<file path="config.mk">
export PLATFORM = sky130hd
export DESIGN_NAME = wt_fa_cache
export DESIGN_NICKNAME = d
export VERILOG_FILES = /design/src/rtl/wtc_pkg.sv /design/src/rtl/wtc_tag_match.sv /design/src/rtl/wtc_lru.sv /design/src/rtl/wtc_data_array.sv /design/src/rtl/wt_fa_cache.sv
export SDC_FILE = /design/constraint.sdc
export NUM_CORES = 1
export LEC_CHECK = 0
export ABC_AREA = 1
export CAP_MARGIN = 20
export CORE_MARGIN = 2
export CORE_UTILIZATION = 56
export CTS_CLUSTER_SIZE = 14
export DETAILED_ROUTE_END_ITERATION = 8
export DONT_BUFFER_PORTS = 1
export GPL_TIMING_DRIVEN = 0
export PLACE_DENSITY = 0.71
export SYNTH_ARGS = -nofsm -noshare
export SYNTH_HDL_FRONTEND = slang
export SYNTH_SLANG_ARGS = --single-unit
export TNS_END_PERCENT = 100
</file>
<file path="constraint.sdc">
create_clock -name clk -period 2.78 [get_ports clk]
set_clock_uncertainty 0.15 [all_clocks]
set_input_delay 0.278 -clock clk [delete_from_list [all_inputs] [get_ports clk]]
set_output_delay 0.278 -clock clk [all_outputs]
set_load 0.01 [all_outputs]
</file>
<file path="src/rtl/wtc_pkg.sv">
package wtc_pkg;
  typedef enum logic [1:0] {
    ST_IDLE = 2'd0,
    ST_FILL = 2'd1,
    ST_PUT  = 2'd2
  } wtc_state_e;
endpackage

</file>
<file path="src/rtl/wtc_tag_match.sv">
module wtc_tag_match #(
  parameter int NUM_LINES = 2,
  parameter int TAG_W     = 4,
  localparam int IDX_W    = (NUM_LINES > 1) ? $clog2(NUM_LINES) : 1
) (
  input  logic [NUM_LINES-1:0] line_valid,
  input  logic [TAG_W-1:0]     line_tag [NUM_LINES],
  input  logic [TAG_W-1:0]     look_tag,
  output logic                 hit,
  output logic [IDX_W-1:0]     hit_idx
);
  logic [NUM_LINES-1:0] match;

  for (genvar g = 0; g < NUM_LINES; g++) begin : g_cmp
    assign match[g] = line_valid[g] && (line_tag[g] == look_tag);
  end

  always_comb begin
    hit     = |match;
    hit_idx = '0;
    for (int i = NUM_LINES - 1; i >= 0; i--) begin
      if (match[i]) hit_idx = IDX_W'(i);
    end
  end
endmodule

</file>
<file path="src/rtl/wtc_lru.sv">
module wtc_lru #(
  parameter int NUM_LINES = 2,
  localparam int IDX_W    = (NUM_LINES > 1) ? $clog2(NUM_LINES) : 1
) (
  input  logic                 clk,
  input  logic                 rst,
  input  logic                 touch,
  input  logic [IDX_W-1:0]     touch_idx,
  input  logic [NUM_LINES-1:0] line_valid,
  output logic [IDX_W-1:0]     victim_idx
);
  localparam logic [IDX_W-1:0] OLDEST = IDX_W'(NUM_LINES - 1);

  logic [IDX_W-1:0] age [NUM_LINES];
  logic [IDX_W-1:0] touched_age;

  assign touched_age = age[touch_idx];

  for (genvar g = 0; g < NUM_LINES; g++) begin : g_age
    always_ff @(posedge clk) begin
      if (rst) begin
        age[g] <= IDX_W'(NUM_LINES - 1 - g);
      end else if (touch) begin
        if (touch_idx == IDX_W'(g))
          age[g] <= '0;
        else if (age[g] < touched_age)
          age[g] <= age[g] + IDX_W'(1);
      end
    end
  end

  always_comb begin
    logic found;
    found      = 1'b0;
    victim_idx = '0;
    for (int i = 0; i < NUM_LINES; i++) begin
      if (!found && !line_valid[i]) begin
        victim_idx = IDX_W'(i);
        found      = 1'b1;
      end
    end
    for (int i = 0; i < NUM_LINES; i++) begin
      if (!found && age[i] == OLDEST) begin
        victim_idx = IDX_W'(i);
        found      = 1'b1;
      end
    end
  end
endmodule

</file>
<file path="src/rtl/wtc_data_array.sv">
module wtc_data_array #(
  parameter int NUM_LINES = 2,
  parameter int WORDS     = 2,
  parameter int DATA_W    = 8,
  localparam int IDX_W    = (NUM_LINES > 1) ? $clog2(NUM_LINES) : 1,
  localparam int OFF_W    = (WORDS > 1) ? $clog2(WORDS) : 1,
  localparam int DEPTH    = (1 << (IDX_W + OFF_W))
) (
  input  logic              clk,
  input  logic              we,
  input  logic [IDX_W-1:0]  wr_line,
  input  logic [OFF_W-1:0]  wr_word,
  input  logic [DATA_W-1:0] wr_data,
  input  logic [IDX_W-1:0]  rd_line,
  input  logic [OFF_W-1:0]  rd_word,
  output logic [DATA_W-1:0] rd_data
);
  logic [DATA_W-1:0] store [DEPTH];

  always_ff @(posedge clk) begin
    if (we) store[{wr_line, wr_word}] <= wr_data;
  end

  assign rd_data = store[{rd_line, rd_word}];
endmodule

</file>
<file path="src/rtl/wt_fa_cache.sv">
module wt_fa_cache
  import wtc_pkg::*;
#(
  parameter int ADDR_W    = 5,
  parameter int DATA_W    = 8,
  parameter int WORDS     = 2,
  parameter int NUM_LINES = 2,
  parameter int CNT_W     = 16,
  localparam int OFF_W    = (WORDS > 1) ? $clog2(WORDS) : 1,
  localparam int TAG_W    = ADDR_W - OFF_W,
  localparam int IDX_W    = (NUM_LINES > 1) ? $clog2(NUM_LINES) : 1
) (
  input  logic              clk,
  input  logic              rst,
  input  logic              req_valid,
  input  logic              req_write,
  input  logic [ADDR_W-1:0] req_addr,
  input  logic [DATA_W-1:0] req_wdata,
  output logic              req_ready,
  output logic              resp_valid,
  output logic              resp_hit,
  output logic [DATA_W-1:0] resp_rdata,
  output logic              mem_rd_req,
  output logic [ADDR_W-1:0] mem_rd_addr,
  input  logic              mem_rd_ack,
  input  logic [DATA_W-1:0] mem_rd_data,
  output logic              mem_wr_req,
  output logic [ADDR_W-1:0] mem_wr_addr,
  output logic [DATA_W-1:0] mem_wr_data,
  input  logic              mem_wr_ack,
  output logic [CNT_W-1:0]  hit_count,
  output logic [CNT_W-1:0]  miss_count
);
  localparam logic [OFF_W-1:0] LAST_WORD = OFF_W'(WORDS - 1);

  wtc_state_e state;

  logic [NUM_LINES-1:0] line_valid;
  logic [TAG_W-1:0]     line_tag [NUM_LINES];

  logic [TAG_W-1:0]  req_tag;
  logic [OFF_W-1:0]  req_off;
  logic              lookup_hit;
  logic [IDX_W-1:0]  hit_idx;
  logic [IDX_W-1:0]  victim_idx;
  logic              accept;

  logic              cur_write;
  logic [TAG_W-1:0]  cur_tag;
  logic [OFF_W-1:0]  cur_off;
  logic [DATA_W-1:0] cur_wdata;
  logic [IDX_W-1:0]  cur_line;
  logic [OFF_W-1:0]  fill_word;

  logic              arr_we;
  logic [IDX_W-1:0]  arr_wr_line;
  logic [OFF_W-1:0]  arr_wr_word;
  logic [DATA_W-1:0] arr_wr_data;
  logic [DATA_W-1:0] arr_rd_data;

  assign req_tag   = req_addr[ADDR_W-1:OFF_W];
  assign req_off   = req_addr[OFF_W-1:0];
  assign req_ready = (state == ST_IDLE);
  assign accept    = req_valid && req_ready;

  assign mem_rd_req  = (state == ST_FILL);
  assign mem_rd_addr = {cur_tag, fill_word};
  assign mem_wr_req  = (state == ST_PUT);
  assign mem_wr_addr = {cur_tag, cur_off};
  assign mem_wr_data = cur_wdata;

  wtc_tag_match #(.NUM_LINES(NUM_LINES), .TAG_W(TAG_W)) u_match (
    .line_valid (line_valid),
    .line_tag   (line_tag),
    .look_tag   (req_tag),
    .hit        (lookup_hit),
    .hit_idx    (hit_idx)
  );

  wtc_lru #(.NUM_LINES(NUM_LINES)) u_lru (
    .clk        (clk),
    .rst        (rst),
    .touch      (accept),
    .touch_idx  (lookup_hit ? hit_idx : victim_idx),
    .line_valid (line_valid),
    .victim_idx (victim_idx)
  );

  // One write per cycle: a store hit at acceptance, or one refill word.
  // During a store-miss refill the store byte replaces the fetched word.
  always_comb begin
    arr_we      = 1'b0;
    arr_wr_line = hit_idx;
    arr_wr_word = req_off;
    arr_wr_data = req_wdata;
    if (accept && lookup_hit && req_write) begin
      arr_we = 1'b1;
    end else if (state == ST_FILL && mem_rd_ack) begin
      arr_we      = 1'b1;
      arr_wr_line = cur_line;
      arr_wr_word = fill_word;
      arr_wr_data = (cur_write && fill_word == cur_off) ? cur_wdata : mem_rd_data;
    end
  end

  wtc_data_array #(.NUM_LINES(NUM_LINES), .WORDS(WORDS), .DATA_W(DATA_W)) u_data (
    .clk     (clk),
    .we      (arr_we),
    .wr_line (arr_wr_line),
    .wr_word (arr_wr_word),
    .wr_data (arr_wr_data),
    .rd_line (hit_idx),
    .rd_word (req_off),
    .rd_data (arr_rd_data)
  );

  for (genvar g = 0; g < NUM_LINES; g++) begin : g_line
    always_ff @(posedge clk) begin
      if (rst) begin
        line_valid[g] <= 1'b0;
        line_tag[g]   <= '0;
      end else if (accept && !lookup_hit && victim_idx == IDX_W'(g)) begin
        line_valid[g] <= 1'b0;
        line_tag[g]   <= req_tag;
      end else if (state == ST_FILL && mem_rd_ack && fill_word == LAST_WORD
                   && cur_line == IDX_W'(g)) begin
        line_valid[g] <= 1'b1;
      end
    end
  end

  always_ff @(posedge clk) begin
    if (rst) begin
      state      <= ST_IDLE;
      resp_valid <= 1'b0;
      resp_hit   <= 1'b0;
      resp_rdata <= '0;
      hit_count  <= '0;
      miss_count <= '0;
      cur_write  <= 1'b0;
      cur_tag    <= '0;
      cur_off    <= '0;
      cur_wdata  <= '0;
      cur_line   <= '0;
      fill_word  <= '0;
    end else begin
      resp_valid <= 1'b0;
      unique case (state)
        ST_IDLE: begin
          if (accept) begin
            cur_write <= req_write;
            cur_tag   <= req_tag;
            cur_off   <= req_off;
            cur_wdata <= req_wdata;
            resp_hit  <= lookup_hit;
            if (lookup_hit) begin
              hit_count <= hit_count + CNT_W'(1);
              cur_line  <= hit_idx;
              if (req_write) begin
                state <= ST_PUT;
              end else begin
                resp_valid <= 1'b1;
                resp_rdata <= arr_rd_data;
              end
            end else begin
              miss_count <= miss_count + CNT_W'(1);
              cur_line   <= victim_idx;
              fill_word  <= '0;
              state      <= ST_FILL;
            end
          end
        end
        ST_FILL: begin
          if (mem_rd_ack) begin
            if (!cur_write && fill_word == cur_off) resp_rdata <= mem_rd_data;
            if (fill_word == LAST_WORD) begin
              if (cur_write) begin
                state <= ST_PUT;
              end else begin
                resp_valid <= 1'b1;
                state      <= ST_IDLE;
              end
            end else begin
              fill_word <= fill_word + OFF_W'(1);
            end
          end
        end
        ST_PUT: begin
          if (mem_wr_ack) begin
            resp_valid <= 1'b1;
            state      <= ST_IDLE;
          end
        end
        default: state <= ST_IDLE;
      endcase
    end
  end
endmodule

</file>
==> results.txt <==
----------------------------------------------------
[STA]
  Number of pins with negative max-slew slack in the final report ... 0
  RSZ-0062 raised after global routing ... true
  Number of failing setup endpoints in the final timing report ... 0
  Hold violation count in the final report ... 0
  Maximum clock frequency ... 368 MHz
  Worst-margin pin slew ... between 0.8 and 0.9 ns
  Accumulated negative setup slack ... 0 ns
  Max-slew headroom ... 46.2%
  Period utilisation layout ... a little over nine tenths
  Final Critical Period ... around 2.7 ns

[Global route]
  GRT met2 Usage ... 45.1%
  Maximum number of pins on one net before global-route repair ... 18
  Global Route Usage Sum ... 26.5%
  Gr ovfl total ... 0
  Number of antenna violations at the first check in global routing ... 0
  Global-route wire length before repair ... 21100 µm
  M1 GR Usage ... 32.0%
  Vias in the first global route ... 4315
  Met3 track demand over resource ... 5.45%
  Most crowded layer after global routing ... met2

[Clock tree]
  TritonCTS sink count ... 104
  Number of buffers inserted during clock tree synthesis ... 9
  Clock latency reported for the late side of the worst-skew pair ... 0.37 ns
  Clock slew at reported path FFs ... 0.10 ns
  H-tree levels ... 3
  CTS tree ... built
  Clock Tree Root ... clkbuf_8
  Max Buffers Root-to-Sink ... 2
  Post-CTS Setup Bufs ... 0
  Gates resized, CTS repair ... 0

[Route]
  Starting DRT DRC Count ... 242
  First-pass DRT Iterations ... 5
  DR vias ... 4601
  Average vias per placed instance ... 5.44
  Post-Route WL ... roughly 13000 µm
  Drt drc ... 0
  Avg WL per Cell ... 15.5 µm
  Number of nets still failing antenna checks after routing ... 0

[Worst hold path]
  Class of the most critical hold timing path ... input port to flop
  Startpoint of the lowest-slack hold path ... req_wdata[5]
  Min-Delay Path Depth ... 2
  Endpoint, Worst Hold ... u_data.store[3][5]

[Worst setup path]
  Worst r2r src ... state[0]
  Crit end category ... flop
  Signal arrival time at the worst endpoint ... 2.57 ns
  Critical Setup Path Class ... input port to flop
  Worst path max stage delay ... 0.60 ns
  Cell repeated most along the worst path ... nand2_1
  FF-to-FF End ... u_data.store[1][2]
  Required arrival time at the worst endpoint ... roughly 2.6 ns
  Crit path max-delay family ... simple AND/OR/NAND/NOR gates
  Count of buffering cells on the critical path with inverters included ... 3
  Reg2reg setup slack ... approximately 0.07 ns
  Startpoint type of the worst setup path ... input port
  CP max-delay cell ... dlygate4sd3_1
  Max Fanout on Critical Path ... 10
  Depth of the worst register-to-register path ... 8
  Cells traversed along the worst timing path ... dlygate4sd3_1 -> inv_1 -> nand2_1 -> nand2_1 -> nor2_2 -> inv_1 -> nor2_4 -> nand3_1 -> nand2_1 -> nand2_1 -> nor2_1

[Pwr]
  Static power due to leakage ... 2.29 nW
  Worst ir drop on vdd ... 0.301 mV
  Power per Cell Area ... 549 nW/µm²

[Final layout]
  Fraction of final layout cells with drive strength greater than 1 ... 8.93%
  NumNets Final ... 741
  Number of antenna cells inserted ... 0
  Multi-input combinational cell area ... 2410 µm²
  Sequential standard cell area ... 2420 µm²
  Final Util ... 62.8%
  Fillcell total ... about 860
  Area growth from synthesis to final layout ... 9.10%

[Outcome]
  Run status ... finished clean

[Logic synthesis]
  Async set-reset flop share out of synthesis ... 0%
  Adder and majority gate portion of the synthesized area ... 0.470%
  Main combinational cell family by area after synthesis ... simple AND/OR/NAND/NOR gates
  Post-synth net total ... 716
  Prevailing post-synth register cell ... dfxtp_1
  Count of yosys warnings during synthesis ... 0
  Mux share of post-synthesis cell area ... 3.01%
  Number of synthesized flops with an enable pin ... 34
  Synthesized flop and latch total ... 104
  Post-Synth XOR/XNOR Area ... 2.96%
  Number of instances in the synthesized netlist ... 687
  Part of the Yosys area used for sequential elements ... 45.5%
  Compound-cell area share of the yosys netlist ... 9.97%
  Count of cell types in the netlist ... 41
  Combined area of all synthesized cells ... 5320 µm²
  Post-Synth Simple-Gate Area ... 28.9%
  Mean instance size in the synthesized netlist ... 7.75 µm²

[Floorplanning]
  Initial Utilization ... around 58%
  Num ports ... 90
  Num rows ... 35
  Area of the core ... 9240 µm²
  Die Y ... 101 µm
  Die Width ... 101 µm
  Die ar. ... 10300 µm²

[Place]
  RD Place Congestion ... 0.900
  PortBufs ... 0
  Detailed-placement wirelength estimate ... around 9400 µm

[Run]
  Number of maximum-capacitance constraint violations ... 0

----------------------------------------------------
-- cells in the mapped netlist, types with 2 or more instances --
cell,n,area [µm²]
nand2_1,169,634
nor2_1,87,327
dfxtp_1,70,1400
inv_1,65,244
a21oi_1,52,260
nand3_1,48,240
o21ai_0,35,175
edfxtp_1,34,1020
mux2i_1,16,160
clkbuf_1,12,45.0
nor3_1,12,60.1
xor2_1,10,87.6
xnor2_1,8,70.1
buf_4,7,52.6
buf_6,6,67.6
inv_2,6,22.5
nor2_2,5,31.3
a21oi_2,4,35.0
buf_2,4,20.0
nand4_1,3,18.8
nor2_4,3,33.8
o21ai_1,3,15.0
a211oi_1,2,15.0
ha_1,2,25.0
nand2_2,2,12.5
nand2_4,2,22.5
nand2_8,2,40.0
nand3_4,2,35.0
nand3b_1,2,15.0
nor2_8,2,40.0
o211ai_1,2,15.0
-- logic make-up after synthesis --
| logic type | count (synthesis) |
|---|---|
| AO/OA/AOI/OAI | 100 |
| AND/OR/NAND/NOR | 342 |
| multiplexers | 16 |
| XOR/XNOR | 18 |
| flip-flops | 104 |
| adder cells (fa/ha/maj) | 2 |
| buffers and inverters | 105 |
-- repair_timing --
item                                    4_1_cts  5_1_grt
endpoints found under the setup margin        0       29
hold buffers                                 14        0
endpoints found under the hold margin        22        0
-- layout make-up --
type	count	share of cell area, %
Clock buffer	11	2.63
Inverter	74	4.91
Tap cell	129	2.78
Timing Repair Buffer	14	2.41
Clock inverter	5	0.517
Buffer	31	3.51
Multi-Input combinational cell	478	41.5
Sequential cell	104	41.7
-- worst reg2reg max path, stage by stage, from the launching register on --
cell and delay, ns:
dfxtp_1 0.40, inv_2 0.08, nor2_2 0.20, nand2_1 0.16, nor2_1 0.37, a21oi_1 0.13, inv_1 0.11, nand3_1 0.11
nor2_1 0.63
-- sequential cells by signal, summed over array words and instances, names as in the netlist, 2 cells and up --
signal / flops
cur_tag: 4
hit_count: 16
line_tag: 8
line_valid: 2
mem_wr_data: 8
miss_count: 16
resp_rdata: 8
state: 2
u_data.store: 32
u_lru.age: 2
-- worst max-delay path by stage --
stage                start            endpoint  slack (ns)  cells after the start
6_report       req_addr[4]  u_data.store[2][1]        0.06                     11
5_1_grt        req_addr[2]  u_data.store[2][0]       -0.04                     11
4_1_cts        req_addr[4]  u_data.store[2][0]        0.09                     11
3_5_place_dp      state[0]  u_data.store[1][7]        0.14                      8
3_3_place_gp      state[0]  u_data.store[1][5]        0.22                      8
2_1_floorplan  line_tag[0]  u_data.store[2][0]        0.70                     10
-- routing by layer --
metal  vias to the layer above  part of all wire (%)
li1                       2267                     -
met1                      2133                    41
met2                       171                    49
met3                        30                   7.0
met4                         0                   2.9
met5                         -                     0
-- layout by cell type (no fill, tap or decap), types with 3 or more instances in the layout --
master / instances
nand3_1: 48
nor2_4: 3
nor2_2: 5
nand2_1: 169
dlygate4sd3_1: 14
a21oi_1: 52
inv_1: 65
mux2i_1: 16
xor2_1: 10
o21ai_1: 3
edfxtp_1: 34
buf_4: 7
o21ai_0: 35
a21oi_2: 4
xnor2_1: 8
inv_2: 6
clkbuf_1: 13
dfxtp_1: 70
nand4_1: 3
nor2_1: 87
clkbuf_8: 9
buf_2: 4
buf_6: 6
nor3_1: 12
-- report_power, final --
part | internal [mW] | leakage (nW) | total (mW) | switching [mW]
clock network | 0.377 | 0.0884 | 0.898 | 0.521
logic | 0.182 | 1.32 | 0.548 | 0.366
registers | 1.66 | 0.878 | 1.74 | 0.0851
-- per-stage QoR --
| stage | setup slack, ns | cells | hold slack (ns) | instance area, µm² | power (mW) |
|---|---|---|---|---|---|
| final | 0.0594 | 846 | 0.0693 | 5810 | 3.19 |
| after global routing | -0.0434 | 846 | 0.0811 | 5810 | 3.33 |
| after CTS | 0.0881 | 846 | 0.0665 | 5810 | 3.19 |
| after detailed placement | 0.144 | 816 | 0.272 | 5480 | 2.30 |
| after global placement | 0.224 | 816 | 0.264 | 5480 | 2.29 |
| after floorplan | 0.698 | 687 | 0.263 | 5320 | 2.16 |
Power figures use the tool's default switching activity.
